$ cat src/rtl/cfgp_pkg.sv
package cfgp_pkg;

  localparam int unsigned DW = 32;
  localparam logic [DW-1:0] ALL_ONES = '1;

  typedef enum logic [1:0] {
    ST_IDLE,
    ST_ISSUE,
    ST_WAIT,
    ST_RESP
  } seq_state_t;

  typedef enum logic [1:0] {
    PORT_NONE,
    PORT_ADDR,
    PORT_DATA
  } port_sel_t;

  typedef struct packed {
    logic [7:0] bus;
    logic [4:0] dev;
    logic [2:0] func;
    logic [5:0] regno;
  } cfg_target_t;

  // field positions of the indirect address word
  function automatic cfg_target_t split_addr(input logic [DW-1:0] w);
    cfg_target_t t;
    t.bus   = w[23:16];
    t.dev   = w[15:11];
    t.func  = w[10:8];
    t.regno = w[7:2];
    return t;
  endfunction

endpackage

$ cat src/rtl/cfgp_addr_latch.sv
module cfgp_addr_latch
  import cfgp_pkg::*;
(
  input  logic          clk,
  input  logic          rst_n,
  input  logic          we,
  input  logic [DW-1:0] wdata,
  output logic [DW-1:0] addr_word,
  output logic          enable,
  output cfg_target_t   target
);

  logic [DW-1:0] addr_q;
  logic          unused_wdata_lsb;

  assign unused_wdata_lsb = ^wdata[1:0];

  always_ff @(posedge clk or negedge rst_n) begin
    if (!rst_n) begin
      addr_q <= '0;
    end else if (we) begin
      addr_q <= {wdata[DW-1:2], 2'b00};
    end
  end

  assign addr_word = addr_q;
  assign enable    = addr_q[DW-1];
  assign target    = split_addr(addr_q);

endmodule

$ cat src/rtl/cfgp_timeout.sv
module cfgp_timeout #(
  parameter int unsigned LIMIT = 16
) (
  input  logic clk,
  input  logic rst_n,
  input  logic start,
  input  logic run,
  output logic expired
);

  localparam int unsigned CW = $clog2(LIMIT + 1);
  localparam logic [CW-1:0] LAST = CW'(LIMIT - 1);

  logic [CW-1:0] cnt_q;

  always_ff @(posedge clk or negedge rst_n) begin
    if (!rst_n) begin
      cnt_q <= '0;
    end else if (start) begin
      cnt_q <= '0;
    end else if (run && cnt_q != LAST) begin
      cnt_q <= cnt_q + 1'b1;
    end
  end

  assign expired = run && (cnt_q == LAST);

endmodule

$ cat src/rtl/cfgp_seq.sv
module cfgp_seq
  import cfgp_pkg::*;
#(
  parameter int unsigned IO_AW = 16,
  parameter logic [IO_AW-1:0] ADDR_PORT = IO_AW'(16'hCF8),
  parameter logic [IO_AW-1:0] DATA_PORT = IO_AW'(16'hCFC)
) (
  input  logic             clk,
  input  logic             rst_n,
  input  logic             io_req_valid,
  output logic             io_req_ready,
  input  logic             io_req_write,
  input  logic [IO_AW-1:0] io_req_addr,
  input  logic [DW-1:0]    io_req_wdata,
  output logic             io_rsp_valid,
  input  logic             io_rsp_ready,
  output logic [DW-1:0]    io_rsp_rdata,
  input  logic [DW-1:0]    addr_word,
  input  logic             cfg_enable,
  output logic             latch_we,
  output logic             cfg_req_valid,
  output logic             cfg_req_write,
  output logic [DW-1:0]    cfg_req_wdata,
  input  logic             cfg_ack,
  input  logic [DW-1:0]    cfg_rdata,
  output logic             timer_start,
  output logic             timer_run,
  input  logic             timer_expired
);

  seq_state_t    state_q;
  port_sel_t     port_sel;
  logic          op_write_q;
  logic [DW-1:0] op_wdata_q;
  logic [DW-1:0] rsp_q;
  logic          unused_addr_lsb;

  assign unused_addr_lsb = ^io_req_addr[1:0];

  always_comb begin
    if (io_req_addr[IO_AW-1:2] == ADDR_PORT[IO_AW-1:2]) begin
      port_sel = PORT_ADDR;
    end else if (io_req_addr[IO_AW-1:2] == DATA_PORT[IO_AW-1:2]) begin
      port_sel = PORT_DATA;
    end else begin
      port_sel = PORT_NONE;
    end
  end

  assign io_req_ready  = (state_q == ST_IDLE);
  assign io_rsp_valid  = (state_q == ST_RESP);
  assign io_rsp_rdata  = rsp_q;
  assign latch_we      = io_req_ready && io_req_valid && io_req_write &&
                         (port_sel == PORT_ADDR);
  assign cfg_req_valid = (state_q == ST_ISSUE);
  assign cfg_req_write = op_write_q;
  assign cfg_req_wdata = op_wdata_q;
  assign timer_start   = (state_q == ST_ISSUE);
  assign timer_run     = (state_q == ST_WAIT);

  always_ff @(posedge clk or negedge rst_n) begin
    if (!rst_n) begin
      state_q    <= ST_IDLE;
      op_write_q <= 1'b0;
      op_wdata_q <= '0;
      rsp_q      <= '0;
    end else begin
      case (state_q)
        ST_IDLE: begin
          if (io_req_valid) begin
            op_write_q <= io_req_write;
            op_wdata_q <= io_req_wdata;
            case (port_sel)
              PORT_ADDR: begin
                rsp_q   <= io_req_write ? '0 : addr_word;
                state_q <= ST_RESP;
              end
              PORT_DATA: begin
                if (cfg_enable) begin
                  state_q <= ST_ISSUE;
                end else begin
                  rsp_q   <= io_req_write ? '0 : ALL_ONES;
                  state_q <= ST_RESP;
                end
              end
              default: begin
                rsp_q   <= io_req_write ? '0 : ALL_ONES;
                state_q <= ST_RESP;
              end
            endcase
          end
        end
        ST_ISSUE, ST_WAIT: begin
          if (cfg_ack) begin
            rsp_q   <= op_write_q ? '0 : cfg_rdata;
            state_q <= ST_RESP;
          end else if (timer_expired) begin
            rsp_q   <= op_write_q ? '0 : ALL_ONES;
            state_q <= ST_RESP;
          end else begin
            state_q <= ST_WAIT;
          end
        end
        ST_RESP: begin
          if (io_rsp_ready) begin
            state_q <= ST_IDLE;
          end
        end
        default: state_q <= ST_IDLE;
      endcase
    end
  end

endmodule

$ cat src/rtl/cfg_port_bridge.sv
module cfg_port_bridge
  import cfgp_pkg::*;
#(
  parameter int unsigned IO_AW = 16,
  parameter int unsigned TIMEOUT = 16,
  parameter logic [IO_AW-1:0] ADDR_PORT = IO_AW'(16'hCF8),
  parameter logic [IO_AW-1:0] DATA_PORT = IO_AW'(16'hCFC)
) (
  input  logic             clk,
  input  logic             rst_n,
  input  logic             io_req_valid,
  output logic             io_req_ready,
  input  logic             io_req_write,
  input  logic [IO_AW-1:0] io_req_addr,
  input  logic [31:0]      io_req_wdata,
  output logic             io_rsp_valid,
  input  logic             io_rsp_ready,
  output logic [31:0]      io_rsp_rdata,
  output logic             cfg_req_valid,
  output logic             cfg_req_write,
  output logic [7:0]       cfg_req_bus,
  output logic [4:0]       cfg_req_dev,
  output logic [2:0]       cfg_req_func,
  output logic [5:0]       cfg_req_reg,
  output logic [31:0]      cfg_req_wdata,
  input  logic             cfg_ack,
  input  logic [31:0]      cfg_rdata
);

  logic [DW-1:0] addr_word;
  logic          cfg_enable;
  cfg_target_t   target;
  logic          latch_we;
  logic          timer_start;
  logic          timer_run;
  logic          timer_expired;

  cfgp_addr_latch u_latch (
    .clk       (clk),
    .rst_n     (rst_n),
    .we        (latch_we),
    .wdata     (io_req_wdata),
    .addr_word (addr_word),
    .enable    (cfg_enable),
    .target    (target)
  );

  cfgp_timeout #(.LIMIT(TIMEOUT)) u_timer (
    .clk     (clk),
    .rst_n   (rst_n),
    .start   (timer_start),
    .run     (timer_run),
    .expired (timer_expired)
  );

  cfgp_seq #(
    .IO_AW     (IO_AW),
    .ADDR_PORT (ADDR_PORT),
    .DATA_PORT (DATA_PORT)
  ) u_seq (
    .clk           (clk),
    .rst_n         (rst_n),
    .io_req_valid  (io_req_valid),
    .io_req_ready  (io_req_ready),
    .io_req_write  (io_req_write),
    .io_req_addr   (io_req_addr),
    .io_req_wdata  (io_req_wdata),
    .io_rsp_valid  (io_rsp_valid),
    .io_rsp_ready  (io_rsp_ready),
    .io_rsp_rdata  (io_rsp_rdata),
    .addr_word     (addr_word),
    .cfg_enable    (cfg_enable),
    .latch_we      (latch_we),
    .cfg_req_valid (cfg_req_valid),
    .cfg_req_write (cfg_req_write),
    .cfg_req_wdata (cfg_req_wdata),
    .cfg_ack       (cfg_ack),
    .cfg_rdata     (cfg_rdata),
    .timer_start   (timer_start),
    .timer_run     (timer_run),
    .timer_expired (timer_expired)
  );

  assign cfg_req_bus  = target.bus;
  assign cfg_req_dev  = target.dev;
  assign cfg_req_func = target.func;
  assign cfg_req_reg  = target.regno;

endmodule

$ cat config.mk
export PLATFORM = sky130hd
export DESIGN_NAME = cfg_port_bridge
export DESIGN_NICKNAME = d
export VERILOG_FILES = /design/src/rtl/cfgp_pkg.sv /design/src/rtl/cfgp_addr_latch.sv /design/src/rtl/cfgp_timeout.sv /design/src/rtl/cfgp_seq.sv /design/src/rtl/cfg_port_bridge.sv
export SDC_FILE = /design/constraint.sdc
export NUM_CORES = 1
export LEC_CHECK = 0
export BUFFER_PORTS_ARGS = -buffer_cell sky130_fd_sc_hd__buf_2
export CAP_MARGIN = 5
export CORE_ASPECT_RATIO = 1.2
export CORE_UTILIZATION = 31
export CTS_CLUSTER_DIAMETER = 80
export DETAILED_ROUTE_END_ITERATION = 8
export GPL_ROUTABILITY_DRIVEN = 1
export PLACE_DENSITY = 0.57
export SLEW_MARGIN = 20
export SYNTH_ARGS = -nofsm -noshare
export SYNTH_HDL_FRONTEND = slang
export SYNTH_SLANG_ARGS = --single-unit
$ cat constraint.sdc
create_clock -name clk -period 6.2 [get_ports clk]
set_input_delay 1.24 -clock clk [delete_from_list [all_inputs] [get_ports clk]]
set_output_delay 1.24 -clock clk [all_outputs]
set_load 0.05 [all_outputs]
# Word level (Yosys, flattened, before mapping)
# Cells that the tools add are included.
[totals]
latchBits = 0
romBits = 0
mem_count = 0
ram_bits = 0
regBits = 102
output_inout_bits = 90
in_bits = 86
[classes]
n_shift = 0
reduce_logical = 12
n_lt_le_gt_ge = 0
n_div = 0
mux = 21
multipliers = 0
bitwise = 0
n_eq_ne = 13
add_sub_neg = 1
[op_table]
columns = ["op", "n"]
rows = [
  ["two-way mux 32 bit", 8],
  ["case mux 32 bit (2 select lines)", 2],
  ["equality test 14 x 10 -> 1 bit, second input constant", 2],
  ["two-way mux 2 bit", 7],
  ["two-way mux 5 bit", 2],
  ["equality test 2 bit, second input constant", 3],
  ["!= test 3 bit, second input constant", 2],
  ["case mux 2 bit (3 select lines)", 1],
  ["adder 5 x 1 -> 5 bit, second input constant", 1],
  ["equality test 5 x 4 -> 1 bit, second input constant", 1],
  ["logical AND 1 bit", 5],
  ["!= test 5 x 4 -> 1 bit, second input constant", 1],
  ["equality test 2 x 1 -> 1 bit, second input constant", 2],
  ["AND reduction 2 bit", 2],
  ["AND reduction 4 bit", 1],
  ["nonzero test 2 bit", 2],
  ["logical NOT 2 bit", 1],
  ["!= test 2 x 1 -> 1 bit, second input constant", 1],
  ["!= test 2 bit, second input constant", 1],
  ["OR reduction 2 bit", 1],
  ["two-way mux 1 bit", 1],
]

# Logic depth before layout (Yosys ltp)
[logic_depth]
depth_word = 7
ltp_mapped = 9
mapped_depth_nobuf = 7

# Modules after synthesis
# A second synthesis with hierarchy kept.
[hier_totals]
cells_unflattened = 405
area_unflattened_um2 = 5047.3
[by_module_without_submodules]
columns = ["module", "seq_area_each_um2", "cells_per_inst", "instances", "area_each_um2"]
rows = [
  ["cfgp_seq", 1676.6, 292, 1, 3345.7],
  ["cfgp_addr_latch", 750.7, 89, 1, 1426.4],
  ["cfgp_timeout", 125.1, 24, 1, 275.3],
]

# Least setup slack after synthesis
# Ideal clock, no wire load.
[synth_timing]
kind = "input port to flip-flop"
startpoint = "in io_req_addr[12]"
endpoint = "reg u_latch.addr_q[10], in the netlist u_latch.addr_word[10]"
n_path_buf = 1
arrival_time_ps = 2514
path_stages = 5
setup_ps = 125
t_required_ps = 6075
slack_ps = 3561
path_cell_list = "nor4b_2 -> nand4b_1 -> nor3_2 -> buf_2 -> mux2_2"
[synth_via]
elab_chain_len = 5
word_cells_on_any_way = 6
cone_classes = "3 x eq/ne; 2 x mux; 1 x reduce/logical"
[synth_rtl]
columns = ["item", "line", "text"]
rows = [
  ["from (decl)", "cfg_port_bridge.sv:14", "input logic [IO_AW-1:0] io_req_addr,"],
  ["equality test 14 x 10 -> 1 bit", "cfgp_seq.sv:43", "end else if (io_req_addr[IO_AW-1:2] == DATA_PORT[IO_AW-1:2]) begin"],
  ["two-way mux 2 bit", "cfgp_seq.sv:43", ""],
  ["two-way mux 2 bit *", "cfgp_seq.sv:41", "if (io_req_addr[IO_AW-1:2] == ADDR_PORT[IO_AW-1:2]) begin"],
  ["equality test 2 x 1 -> 1 bit *", "cfgp_seq.sv:54", "(port_sel == PORT_ADDR);"],
  ["logical AND 1 bit *", "cfgp_seq.sv:53", "assign latch_we = io_req_ready && io_req_valid && io_req_write &&"],
  ["to (signal assigned)", "cfgp_addr_latch.sv:22", "addr_q <= {wdata[DW-1:2], 2'b00};"],
  ["to (decl)", "cfgp_addr_latch.sv:13", "logic [DW-1:0] addr_q;"],
]
# Every way passes the cells marked *; elsewhere a longest branch is shown, timed or not.
# A chain may end at the register's enable or synchronous reset.

# Final worst setup path
[layout_timing]
startpoint = "in io_req_addr[12]"
endpoint = "reg u_latch.addr_q[23], in the netlist u_latch.addr_word[23]"
# Same word-level chain as after synthesis.

==> run_results.csv <==
group,metric,value,unit
detailed_routing,avgRoutedWirePerCell,16.7,um
critical_path,critPathRequiredTime,6.42,ns
timing,finalSetupTns,0,ns
detailed_routing,vias,3691,
power_and_ir_drop,p_leak,2.78,nW
power_and_ir_drop,swShare,50.3,%
critical_path,critPathLaunch,"io_req_addr[12]",
power_and_ir_drop,p_int,1.82,mW
global_routing,grt_pass1_wl,19800,um
synth,synth.top_cells.by_area,"dfrtp_1 55%, mux2_2 15%, a41oi_1 5.7%",
cells_and_area,syn_to_final_growth,26.4,%
floorplan,start_util,32.0,%
detailed_routing,vias_per_cell,4.96,
placement,place_ws,2.53,ns
clock_tree,path_clk_slew,0.07,ns
clock_tree,clock_latency,0.34,ns
synth,synth-seq-area-share,55.0,%
power_and_ir_drop,clockPowerShare,15.7,%
critical_path,worstSetupPathType,"in2reg",
detailed_routing,drt_wl_total,12500,um
timing,maxSlewHeadroom,40.3,%
global_routing,grt_pass1_vias,3902,
synth,syn_nets,490,
synth,yosysTopAreaCellShare,55.0,%
synth,ys_ff_latch,102,
synth,syn_inst,397,
floorplan,core.rowCount,48,
worst_hold_path,hold_path_startpoint,"u_seq.cfg_req_wdata[30]",
power_and_ir_drop,p_seq_share,28.2,%
global_routing,grt.total_usage,16.7,%
run,maxCapViolations,0,
floorplan,coreArea,14500,um2
placement,portBuffers,173,
timing,post-route-min-period,3.30,ns
critical_path,cp_max_fo,17,
synth,syn-cell-area,4640,um2
detailed_routing,antenna_left,0,
power_and_ir_drop,p_comb_share,56.1,%
critical_path,r2r_start,"u_seq.state_q[1]",
synth,synth_area_leader_cell,"dfrtp_1",
placement,place_inst,727,
power_and_ir_drop,powerDensity,626,nW/um2
clock_tree,root_buffer,"clkbuf_16",
floorplan,die-area,15500,um2
placement,hpwl,8730,um
clock_tree,post_cts_resized,0,
global_routing,grt-ovfl-total,0,
timing,fin_crit_sh,53.2,%
clock_tree,htree_levels,3,
floorplan,die_h,136,um
placement,gp_congestion,0.755,
detailed_routing,drc,0,
detailed_routing,drt-initial-drc-count,154,
critical_path,worst_setup_path_start_kind,"primary input",
synth,ys_warn_count,0,
timing,worst_pin_slew,0.893,ns
global_routing,grt_max_degree,53,
synth,syn_avg_cell_area,11.7,um2
timing,fmax,0.303,GHz
clock_tree,hold_buffers,0,
clock_tree,post-cts-setup-buffers,0,
timing,hold_viol_final,0,
timing,slew_viol_final,0,
outcome,status,"finished clean",
critical_path,arrival,3.52,ns
timing,final-setup-viol-count,0,
clock_tree,tritoncts,"yes",
timing,skew,0.0102,ns
cells_and_area,drive_gt1_share,48.6,%
critical_path,end_kind,"register",
synth,ys_types,34,
global_routing,grt_antenna_before_repair,1,
worst_hold_path,holdCritPathClass,"reg2reg",
timing,fin_ws,2.90,ns
floorplan,ios,176,
clock_tree,clock_path_buffers,2,
power_and_ir_drop,finalPower,3.67,mW
power_and_ir_drop,p_sw,1.85,mW
floorplan,die_x,114,um
timing,rsz0062_at_grt,"false",
cells_and_area,utilization,40.5,%
cells_and_area,final_net_count,631,
clock_tree,numCtsBuffers,9,
cells_and_area,final_cells,744,
power_and_ir_drop,ir_worst_vdd,0.300,mV
clock_tree,clock-sinks,102,
detailed_routing,dr.pass1.iters,4,
==> routing by layer <==
metal  GRT usage, %  vias to the layer above  routed length, um
li1               -                     1700                  -
met1           19.9                     1851               5100
met2           29.2                      125               6480
met3           2.90                       15                606
met4           7.75                        0                270
met5              0                        -                  0
==> through the flow <==
step,area [um2],hold WS [ns]
3_5_place_dp,5560,0.488
5_1_grt,5860,0.516
2_1_floorplan,4640,0.480
4_1_cts,5860,0.504
3_3_place_gp,5550,0.482
6_report,5860,0.501
==> cell families (layout without fill, tap and decap cells) <==
| group | after synthesis | in the layout | synth area share [%] |
|---|---|---|---|
| AND/OR/NAND/NOR | 61 | 61 | 6.45 |
| multiplexers | 63 | 63 | 15.3 |
| adder cells (fa/ha/maj) | 7 | 7 | 1.89 |
| buffers and inverters | 57 | 203 | 6.75 |
| XOR/XNOR | 3 | 3 | 0.567 |
| flip-flops | 102 | 102 | 55.0 |
| AO/OA/AOI/OAI | 104 | 104 | 14.0 |
| other | 0 | 1 | 0 |
==> worst paths after layout <==
path                       cells past startpoint                      end  slack (ns)
hold reg to reg                                1  u_seq.cfg_req_wdata[30]        0.50
min in group asynchronous                      1    u_latch.addr_word[28]        0.91
hold / removal                                 1  u_seq.cfg_req_wdata[30]        0.50
setup / recovery                               6    u_latch.addr_word[23]        2.90
setup reg to reg                               6    u_latch.addr_word[23]        3.51
max in group asynchronous                      2  u_seq.cfg_req_wdata[22]        4.12
==> power by group through the flow <==
stage	Clock, mW	Combinational (mW)	Sequential [mW]
4_1_cts	0.598	2.07	1.04
5_1_grt	0.622	2.20	1.07
6_report	0.577	2.06	1.04
3_5_place_dp	0	2.07	1.05
3_3_place_gp	0	2.04	1.03
2_1_floorplan	0	0.806	1.79
==> cells in the mapped netlist (all sizes together) <==
cell / instances
o21ai: 35
a41oi: 30
nand2: 37
xor2: 2
nor2b: 4
nand3: 1
a21oi: 33
and4: 1
and4bb: 1
a31oi: 3
buf: 34
dfrtp: 102
a311oi: 1
clkbuf: 17
inv: 6
o22ai: 1
and3: 1
nor4b: 1
xnor2: 1
and4b: 1
nor3: 2
and2: 1
mux2i: 1
ha: 7
nand4b: 2
nand4: 2
nor2: 7
a211oi: 1
mux2: 62
==> sequential cells by signal (all words and copies together), names as in the netlist <==
| register | flops |
|---|---|
| u_latch.addr_word | 30 |
| u_seq.cfg_req_wdata | 32 |
| u_seq.cfg_req_write | 1 |
| u_timer.cnt_q | 5 |
| u_seq.state_q | 2 |
| u_seq.io_rsp_rdata | 32 |
==> worst max-delay path: stages <==
cell,delay [ns]
buf_2,0.10
nor4b_2,0.38
nand4b_1,0.25
nor3_4,0.76
buf_4,0.41
mux2_2,0.37
==> cell usage in the layout (no fill, tap or decap), drive strengths merged, types with 2 or more instances in the layout <==
master / synthesis / final
clkbuf: 17 / 12
nand4b: 2 / 2
a21oi: 33 / 33
ha: 7 / 7
nand4: 2 / 2
a41oi: 30 / 30
nor2b: 4 / 4
buf: 34 / 181
clkinv: 0 / 3
nor2: 7 / 7
inv: 6 / 6
a31oi: 3 / 3
xor2: 2 / 2
dfrtp: 102 / 102
o21ai: 35 / 35
nand2: 37 / 37
nor3: 2 / 2
mux2: 62 / 62
==> layout make-up <==
cell class              instances  area (um2)
inverters                       6        22.5
diodes                          1        2.50
repair buffers                181         928
flip-flops and latches        102        2550
clock buffers                  12         256
well taps                     200         250
multi-input cells             238        1810
clock inverters                 4        45.0
fillers                      1447        8610
Note: power is estimated with default switching activity, not from simulation.
